`src/rtl/cellx_pkg.sv`:
```
package cellx_pkg;

    typedef enum logic [2:0] {
        SEQ_IDLE,
        SEQ_SETUP,
        SEQ_SHIFT,
        SEQ_HOLD,
        SEQ_GAP
    } seq_state_e;

endpackage

```
`src/rtl/cellx_seq.sv`:
```
// Shared timing engine: one schedule drives every link in lockstep.
module cellx_seq
    import cellx_pkg::*;
#(
    parameter int HALF_DIV = 4,
    parameter int WORD_W   = 16
) (
    input  logic clk,
    input  logic rst_n,
    input  logic start,
    input  logic split,
    output logic busy,
    output logic sclk,
    output logic sel,
    output logic rx_en,
    output logic tx_en,
    output logic load,
    output logic rise,
    output logic fall,
    output logic finish,
    output logic done,
    output logic overrun
);
    localparam int CNT_W  = (HALF_DIV > 1) ? $clog2(HALF_DIV) : 1;
    localparam int HALVES = 2 * WORD_W;
    localparam int HIDX_W = $clog2(HALVES);
    localparam logic [CNT_W-1:0]  CNT_TOP   = CNT_W'(HALF_DIV - 1);
    localparam logic [HIDX_W-1:0] HIDX_LAST = HIDX_W'(HALVES - 1);

    typedef struct packed {
        seq_state_e         st;
        logic [CNT_W-1:0]   cnt;
        logic [HIDX_W-1:0]  hidx;
        logic               phase;
        logic               split;
        logic               sclk;
        logic               sel;
        logic               done;
        logic               ovr;
    } seq_t;

    seq_t s_q, s_d;
    logic tick;

    always_comb begin
        s_d    = s_q;
        load   = 1'b0;
        rise   = 1'b0;
        fall   = 1'b0;
        finish = 1'b0;
        tick   = (s_q.cnt == '0);
        if (!tick) begin
            s_d.cnt = s_q.cnt - 1'b1;
        end
        if (start && (s_q.st != SEQ_IDLE)) begin
            s_d.ovr = 1'b1;
        end
        case (s_q.st)
            SEQ_IDLE: begin
                if (start) begin
                    load      = 1'b1;
                    s_d.st    = SEQ_SETUP;
                    s_d.cnt   = CNT_TOP;
                    s_d.hidx  = '0;
                    s_d.sel   = 1'b0;
                    s_d.phase = 1'b0;
                    s_d.split = split;
                    s_d.done  = 1'b0;
                end
            end
            SEQ_SETUP: begin
                if (tick) begin
                    s_d.st   = SEQ_SHIFT;
                    s_d.cnt  = CNT_TOP;
                    s_d.hidx = '0;
                end
            end
            SEQ_SHIFT: begin
                if (tick) begin
                    s_d.cnt = CNT_TOP;
                    if (s_q.hidx == HIDX_LAST) begin
                        s_d.st   = SEQ_HOLD;
                        s_d.sclk = 1'b0;
                    end else begin
                        s_d.hidx = s_q.hidx + 1'b1;
                        if (!s_q.hidx[0]) begin
                            s_d.sclk = 1'b1;
                            rise     = 1'b1;
                        end else begin
                            s_d.sclk = 1'b0;
                            fall     = 1'b1;
                        end
                    end
                end
            end
            SEQ_HOLD: begin
                if (tick) begin
                    if (s_q.split && !s_q.phase) begin
                        s_d.st    = SEQ_GAP;
                        s_d.cnt   = CNT_TOP;
                        s_d.hidx  = '0;
                        s_d.sel   = 1'b1;
                        s_d.phase = 1'b1;
                    end else begin
                        s_d.st   = SEQ_IDLE;
                        s_d.sel  = 1'b1;
                        s_d.done = 1'b1;
                        finish   = 1'b1;
                    end
                end
            end
            SEQ_GAP: begin
                if (tick) begin
                    s_d.cnt = CNT_TOP;
                    if (s_q.hidx[0]) begin
                        s_d.st   = SEQ_SHIFT;
                        s_d.hidx = '0;
                    end else begin
                        s_d.hidx = HIDX_W'(1);
                    end
                end
            end
            default: s_d.st = SEQ_IDLE;
        endcase
    end

    always_ff @(posedge clk or negedge rst_n) begin
        if (!rst_n) begin
            s_q.st    <= SEQ_IDLE;
            s_q.cnt   <= '0;
            s_q.hidx  <= '0;
            s_q.phase <= 1'b0;
            s_q.split <= 1'b0;
            s_q.sclk  <= 1'b0;
            s_q.sel   <= 1'b1;
            s_q.done  <= 1'b0;
            s_q.ovr   <= 1'b0;
        end else begin
            s_q <= s_d;
        end
    end

    assign busy    = (s_q.st != SEQ_IDLE);
    assign sclk    = s_q.sclk;
    assign sel     = s_q.sel;
    assign done    = s_q.done;
    assign overrun = s_q.ovr;
    assign rx_en   = !s_q.split || !s_q.phase;
    assign tx_en   = !s_q.split || s_q.phase;

endmodule

```
`src/rtl/cellx_lane.sv`:
```
// One link's data path: setpoint shifter, reading shifter, result register.
module cellx_lane #(
    parameter int WORD_W = 16
) (
    input  logic              clk,
    input  logic              rst_n,
    input  logic              load,
    input  logic [WORD_W-1:0] setpoint,
    input  logic              shift_tx,
    input  logic              sample_rx,
    input  logic              commit,
    input  logic              drive,
    input  logic              miso,
    output logic              mosi,
    output logic [WORD_W-1:0] adc
);
    typedef struct packed {
        logic [WORD_W-1:0] tx;
        logic [WORD_W-1:0] rx;
        logic [WORD_W-1:0] adc;
    } lane_t;

    lane_t l_q, l_d;

    always_comb begin
        l_d = l_q;
        if (load) begin
            l_d.tx = setpoint;
        end else if (shift_tx) begin
            l_d.tx = {l_q.tx[WORD_W-2:0], 1'b0};
        end
        if (sample_rx) begin
            l_d.rx = {l_q.rx[WORD_W-2:0], miso};
        end
        if (commit) begin
            l_d.adc = l_q.rx;
        end
    end

    always_ff @(posedge clk or negedge rst_n) begin
        if (!rst_n) begin
            l_q <= '0;
        end else begin
            l_q <= l_d;
        end
    end

    assign mosi = drive ? l_q.tx[WORD_W-1] : 1'b0;
    assign adc  = l_q.adc;

endmodule

```
`src/rtl/cellx_pwmdiv.sv`:
```
// Free-running divided clock sent to the cells for PWM timing.
module cellx_pwmdiv #(
    parameter int PWM_HALF = 10
) (
    input  logic clk,
    input  logic rst_n,
    output logic pwm_clk
);
    localparam int CW = (PWM_HALF > 1) ? $clog2(PWM_HALF) : 1;
    localparam logic [CW-1:0] CNT_TOP = CW'(PWM_HALF - 1);

    typedef struct packed {
        logic [CW-1:0] cnt;
        logic          lvl;
    } div_t;

    div_t d_q, d_d;

    always_comb begin
        d_d = d_q;
        if (d_q.cnt == CNT_TOP) begin
            d_d.cnt = '0;
            d_d.lvl = !d_q.lvl;
        end else begin
            d_d.cnt = d_q.cnt + 1'b1;
        end
    end

    always_ff @(posedge clk or negedge rst_n) begin
        if (!rst_n) begin
            d_q <= '0;
        end else begin
            d_q <= d_d;
        end
    end

    assign pwm_clk = d_q.lvl;

endmodule

```
`src/rtl/cellx_bank.sv`:
```
// Bank of per-cell SPI links started together once per control period.
module cellx_bank #(
    parameter int NUM_CH   = 32,
    parameter int WORD_W   = 16,
    parameter int HALF_DIV = 4,
    parameter int PWM_HALF = 10
) (
    input  logic                     clk,
    input  logic                     rst_n,
    input  logic                     start_i,
    input  logic                     split_i,
    input  logic [NUM_CH*WORD_W-1:0] setpoint_i,
    input  logic [NUM_CH-1:0]        miso_i,
    output logic [NUM_CH-1:0]        sclk_o,
    output logic [NUM_CH-1:0]        mosi_o,
    output logic [NUM_CH-1:0]        sel_o,
    output logic [NUM_CH-1:0]        pwm_clk_o,
    output logic [NUM_CH*WORD_W-1:0] adc_o,
    output logic                     done_o,
    output logic                     overrun_o
);
    logic seq_busy;
    logic seq_sclk;
    logic seq_sel;
    logic seq_rx_en;
    logic seq_tx_en;
    logic seq_load;
    logic seq_rise;
    logic seq_fall;
    logic seq_finish;
    logic pwm_lvl;
    logic lane_shift;
    logic lane_sample;
    logic lane_drive;

    cellx_seq #(
        .HALF_DIV (HALF_DIV),
        .WORD_W   (WORD_W)
    ) u_seq (
        .clk     (clk),
        .rst_n   (rst_n),
        .start   (start_i),
        .split   (split_i),
        .busy    (seq_busy),
        .sclk    (seq_sclk),
        .sel     (seq_sel),
        .rx_en   (seq_rx_en),
        .tx_en   (seq_tx_en),
        .load    (seq_load),
        .rise    (seq_rise),
        .fall    (seq_fall),
        .finish  (seq_finish),
        .done    (done_o),
        .overrun (overrun_o)
    );

    cellx_pwmdiv #(
        .PWM_HALF (PWM_HALF)
    ) u_pwm (
        .clk     (clk),
        .rst_n   (rst_n),
        .pwm_clk (pwm_lvl)
    );

    assign lane_shift  = seq_fall && seq_tx_en;
    assign lane_sample = seq_rise && seq_rx_en;
    assign lane_drive  = seq_busy && seq_tx_en;

    for (genvar g = 0; g < NUM_CH; g++) begin : g_lane
        cellx_lane #(
            .WORD_W (WORD_W)
        ) u_lane (
            .clk       (clk),
            .rst_n     (rst_n),
            .load      (seq_load),
            .setpoint  (setpoint_i[g*WORD_W +: WORD_W]),
            .shift_tx  (lane_shift),
            .sample_rx (lane_sample),
            .commit    (seq_finish),
            .drive     (lane_drive),
            .miso      (miso_i[g]),
            .mosi      (mosi_o[g]),
            .adc       (adc_o[g*WORD_W +: WORD_W])
        );
        assign sclk_o[g]    = seq_sclk;
        assign sel_o[g]     = seq_sel;
        assign pwm_clk_o[g] = pwm_lvl;
    end

endmodule

```
`config.mk`:
```
export PLATFORM = sky130hd
export DESIGN_NAME = cellx_bank
export DESIGN_NICKNAME = d
export VERILOG_FILES = /design/src/rtl/cellx_pkg.sv /design/src/rtl/cellx_seq.sv /design/src/rtl/cellx_lane.sv /design/src/rtl/cellx_pwmdiv.sv /design/src/rtl/cellx_bank.sv
export SDC_FILE = /design/constraint.sdc
export NUM_CORES = 2
export LEC_CHECK = 0
export ABC_AREA = 1
export BUFFER_PORTS_ARGS = -buffer_cell sky130_fd_sc_hd__buf_4
export CORE_AREA = 2 2 458 460
export CTS_CLUSTER_SIZE = 20
export DETAILED_ROUTE_END_ITERATION = 8
export DIE_AREA = 0 0 460 462
export SKIP_CTS_REPAIR_TIMING = 1
export SLEW_MARGIN = 0
export SYNTH_ARGS = -nofsm -noshare
export SYNTH_HDL_FRONTEND = slang
export SYNTH_SLANG_ARGS = --single-unit
```
`constraint.sdc`:
```
create_clock -name clk -period 2.6 [get_ports clk]
set_clock_uncertainty 0.1 [all_clocks]
set_input_delay 0.26 -clock clk [delete_from_list [all_inputs] [get_ports clk]]
set_output_delay 0.26 -clock clk [all_outputs]
set_load 0.01 [all_outputs]
```
# == Yosys cells after proc, flatten, opt, wreduce, memory -nomap -nowiden ==
# Index checks and enable logic that the tools add are counted.
# word_totals
ff_bits,1557
latchBits,0
ram_bits,0
mem_bits_ro,0
out_inout_bits,642
wordCells,278
n_memories,0
# op_classes
add_sub_neg,3
n_mul,0
n_div,0
order_cmp,0
eq_ne,16
shift,0
muxes,129
bitwise_logic,0
n_reduce_logical,23
# ops
op,n
two-way mux 16 bit,64
two-way mux 1 bit,47
case mux 7 bit (5 select lines),1
two-way mux 10 bit,3
case mux 3 bit (5 select lines),1
inequality test 2 x 1 -> 1 bit (second input constant),7
two-way mux 12 bit,1
two-way mux 11 bit,1
two-way mux 3 bit,3
two-way mux 8 bit,1
AND reduction 4 bit,2
AND reduction 8 bit,1
AND reduction 7 bit,1
== test 3 x 2 -> 1 bit (second input constant),2
two-way mux 2 bit,3
inequality test 2 bit (second input constant),3
adder 5 x 1 -> 5 bit (second input constant),1
== test 5 bit (second input constant),1
logical AND 1 bit,5
two-way mux 5 bit,1
nonzero test 5 bit,1
adder 4 x 1 -> 4 bit (second input constant),1
== test 4 bit (second input constant),1
two-way mux 4 bit,1
other kinds (13),18

# == Depth between registers and ports, before layout ==
# depth
ltp_word,7
depth_mapped,12
mapped_depth_nobuf,11

# == Hierarchy ==
# From an unflattened synthesis, not the netlist that was laid out.
# unflattened
hier_cells,7420
hier_area_um2,67989.0
# by_module_without_submodules
module,instances,cells_per_inst,area_per_inst_um2
cellx_lane,32,223,2058.2
cellx_seq,1,153,1153.6
cellx_bank,1,102,743.2
cellx_pwmdiv,1,29,229.0

# == Least setup slack after synthesis ==
# OpenSTA, ideal clock, no wires.
# synth_path
path_type,reg-to-reg
startpoint,reg u_seq.s_q[6] (netlist name)
endpoint,reg g_lane[0].u_lane.l_q[31] (netlist name)
setup_ns,0.130
t_arrival_ns,1.769
required_time_ns,2.370
slack_ns,0.601
stages_incl_launch_ff,12
synth_period_minus_slack_ns,1.999
cell_sequence,dfrtp_1 > ha_1 > nand2_1 > nor2_1 > ha_1 > inv_1 > nand4_2 > buf_4 > buf_2 > buf_4 > nand2_1 > o21ai_0
# synth_between
elab_chain_len,5
word_cells_on_any_way,6
# synth_rtl
item,line,text
start: declaration,cellx_seq.sv:42,"seq_t s_q, s_d;"
== test 5 bit or two-way mux 1 bit (tied branches),"cellx_seq.sv:81, cellx_seq.sv:86",
two-way mux 1 bit (*),cellx_seq.sv:81,if (s_q.hidx == HIDX_LAST) begin
two-way mux 1 bit (*),cellx_seq.sv:79,if (tick) begin
two-way mux 1 bit (*),cellx_seq.sv:58,case (s_q.st)
logical AND 1 bit (*),cellx_bank.sv:66,assign lane_sample = seq_rise && seq_rx_en;
end signal: assignment,cellx_lane.sv:44,l_q <= l_d;
end: declaration,cellx_lane.sv:23,"lane_t l_q, l_d;"
# Every way passes the cells marked *; elsewhere a longest branch is shown, timed or not.
# A chain may end at the register's enable or synchronous reset.

# == Worst setup path after layout ==
# layout_path
startpoint,reg u_seq.s_q[13] (netlist name)
endpoint,out mosi_o[14]
# layout_between
elab_chain_len,3
# layout_rtl
item,line,text
nonzero test 3 bit,cellx_seq.sv:143,assign busy = (s_q.st != SEQ_IDLE);
logical AND 1 bit,cellx_bank.sv:67,assign lane_drive = seq_busy && seq_tx_en;
two-way mux 1 bit,cellx_lane.sv:48,assign mosi = drive ? l_q.tx[WORD_W-1] : 1'b0;
end: declaration,cellx_bank.sv:15,"output logic [NUM_CH-1:0] mosi_o,"
# Every way passes these cells.

==> metrics.md <==
| Metric | Value |
|---|---|
| Clock root cell | clkbuf_16 |
| Warnings from Yosys | 0 |
| Critical Path Start Type | flop |
| CP Class | reg2out |
| Vias in the first global route | between 50k and 60k |
| H-tree depth | 4 |
| RSZ-0062 raised after global routing | yes |
| HP Class | in2reg |
| CP Max Fanout | 8 |
| Clock Latency Late Sink | around 0.80 ns |
| CORE AREA | ~0.21 mm^2 |
| Top Usage Layer GRT | met2 |
| Pint | just under 40 mW |
| Number of buffers added on ports | roughly 1.2k |
| Psw | between 10 and 15 mW |
| Vias | 56.0k |
| Sequential share of power | between 40 and 50% |
| WL/cell | ~17 um |
| Vias/cell | about 4.6 |
| Multi-input gate area | 0.0209 mm^2 |
| Hold_ws | 0.0607 ns |
| Layout area overhead | 28.1% |
| Met2 Resource Use GR | between 20 and 30% |
| FF-to-FF path depth | 8 |
| Post-Place Cell Area | roughly 0.077 mm^2 |
| Synth Area per Inst | 8.28 um^2 |
| Most frequent cells in the layout | nand2_1, dfrtp_1, buf_4 |
| Nature of the critical path endpoint | primary output |
| CP max-delay cell | dfrtp_1 |
| Cells along the critical path | buf_6 > nor2_4 > nand2_4 > nand2_8 > clkbuf_16 > nor2_4 > buf_6 |
| Most common cell after layout, fill and taps aside | nand2_1 |
| Fin cells | between 10k and 15k |
| Slew headroom | about two fifths |
| Layout cells sized above 1 | 17.9% |
| FF/Latch Area | around 0.039 mm^2 |
| Hpwl dp | roughly 150000 um |
| Grt ovf | 0 |
| First-pass GRT wire length | ~310000 um |
| Worst Max-Slew Pin Slew | a little under 0.9 ns |
| Worst-path clk slew | ~0.060 ns |
| Placed Cells incl. Taps | roughly 11k |
| Largest net degree at the start of global routing | 99 |
| Nets | about 9.9k |
| Final Hold Viols | 0 |
| Final period util | a little over nine tenths |
| Final ANT Viol Nets | 0 |
| DIE HEIGHT | roughly 460 um |
| Arr. time, crit path | roughly 2.2 ns |
| Critical path's largest stage delay | about 0.40 ns |
| Sequential cell area fraction in the yosys report | 56.4% |
| Post-Syn Area | ~0.069 mm^2 |
| Max Cap Viol | 0 |
| Worst-case clock buffer depth | 3 |
| Clock power frac | 47.4% |
| Met3 usage | around 4.6% |
| DIE WIDTH | around 460 um |
| Status | finished, final reports clean |
| Post-Syn Instances | approximately 8.3k |
| Gp weighted congestion | ~0.9 |
| Post-route DRC violation count | 0 |
| WP data required | between 2 and 2.5 ns |
| Count of cell types in the netlist | 31 |
| Leak | between 40 and 50 nW |
| Slew Limit Fails | 0 |
| Antenna violations before repair | 23 |
| Initial drt markers | 4930 |
| Routed Wire Length | between 200000 and 250000 um |
| Tmin final | between 2 and 3 ns |
| Fmax | about 0.39 GHz |
| Die area | about 0.21 mm^2 |
| All-Layer GR Usage | roughly 18% |
| Final instance area | 0.0885 mm^2 |
| #FFs+latches synth | between 1.5k and 2k |
| Sw frac | 22.6% |
| Met1 Track Usage GR | approximately a quarter |
| Initial DRT Pass Iterations | 6 |
| Ports | ~1.2k |
| FILL cells | 20.1k |
| Final Setup Violations | 0 |
| Combinational share of power | approximately 4.6% |
| Hold Crit Depth | 5 |
| Syn Nets | 8894 |
| Starting density of the core | 33.2% |
| Site row count | about 170 |
| Num CTS Buffers | 167 |
| CTS tree | built |
| VDD IR max | between 600 and 700 uV |
| Sink Count | approximately 1.6k |
| Power density over cell area | 577 mW/mm^2 |
metal layers:
layer | vias to the layer above | part of all wire (%)
li1 | 27000 | -
met1 | 26700 | 42
met2 | 1821 | 47
met3 | 458 | 6.4
met4 | 6 | 4.4
met5 | - | 0.015
critical path, delay by kind of cell, from the launching register on:
family / cells / cell delay (ns)
flops: 1 / 0.40
buf+inv: 3 / 0.50
simple gates: 4 / 0.49
power groups by stage:
stage | clock network, mW | logic, mW | registers [mW]
5_1_grt | 25.7 | 2.55 | 24.5
3_3_place_gp | 0 | 1.62 | 24.9
4_1_cts | 24.8 | 1.66 | 24.5
2_1_floorplan | 0 | 0.204 | 24.9
3_5_place_dp | 0 | 1.65 | 24.9
6_report | 24.2 | 2.34 | 24.5
cell usage after synthesis (all sizes together):
| library cell | n | area share, % |
|---|---|---|
| nand2 | 3893 | 21 |
| dfrtp | 1556 | 56 |
| o21ai | 1065 | 7.7 |
| buf | 1008 | 9.9 |
| inv | 571 | 3.1 |
| nor2 | 84 | 0.47 |
| clkbuf | 82 | 0.45 |
| a21oi | 36 | 0.26 |
| nand3 | 29 | 0.24 |
| ha | 6 | 0.11 |
| nand4 | 4 | 0.045 |
| and2 | 1 | 0.0091 |
| dfstp | 1 | 0.038 |
| o21bai | 1 | 0.011 |
| or2 | 1 | 0.0091 |
| xnor2 | 1 | 0.013 |
| xor2 | 1 | 0.013 |
final cells by class:
class | instances | share of cell area, %
flip-flops and latches | 1557 | 44.0
multi-input cells | 5122 | 23.6
repair buffers | 1967 | 19.6
clock buffers | 244 | 5.43
well taps | 2720 | 3.85
inverters | 571 | 2.44
clock inverters | 56 | 0.894
diodes | 25 | 0.0707
path summary, 6_finish.rpt:
check	slack, ns	end	from
max reg2reg	0.07	g_lane[31].u_lane.l_q[33]	u_seq.s_q[13]
max	0.06	mosi_o[14]	u_seq.s_q[13]
max in group asynchronous	0.74	g_lane[31].u_lane.l_q[41]	rst_n
min in group asynchronous	0.61	g_lane[26].u_lane.l_q[30]	rst_n
min	0.06	g_lane[18].u_lane.l_q[35]	setpoint_i[291]
min reg2reg	0.37	g_lane[3].u_lane.adc[15]	g_lane[3].u_lane.l_q[31]
flip-flops by register name (all words and copies together) (netlist names):
signal,flops
u_seq.sel,1
u_pwm.d_q,4
u_seq.s_q,12
u_pwm.pwm_clk,1
g_lane.u_lane.l_q,1024
g_lane.u_lane.adc,512
u_seq.sclk,1
u_seq.overrun,1
u_seq.done,1
per-stage QoR:
stage / util [%] / setup TNS, ns / total power [mW] / worst slack (ns)
after floorplan: - / 0 / 25.1 / 0.601
after global placement: 37.0 / -0.0239 / 26.6 / -0.0239
after detailed placement: 37.0 / 0 / 26.6 / 0.0241
after CTS: 39.7 / -9.58 / 50.9 / -0.419
after global routing: 42.5 / -0.605 / 52.8 / -0.0550
final: 42.5 / 0 / 51.0 / 0.0579
cells by family (layout without fill, tap and decap cells):
family                   count (synthesis)  count (layout)  share of synthesized area [%]
AO/OA/AOI/OAI                         1102            1102                           8.00
XOR/XNOR                                 2               2                         0.0254
adder cells (fa/ha/maj)                  6               6                          0.109
buffers and inverters                 1661            2838                           13.5
flip-flops                            1557            1557                           56.4
other                                    0              25                              0
AND/OR/NAND/NOR                       4012            4012                           22.0
Power figures use the tool's default switching activity.
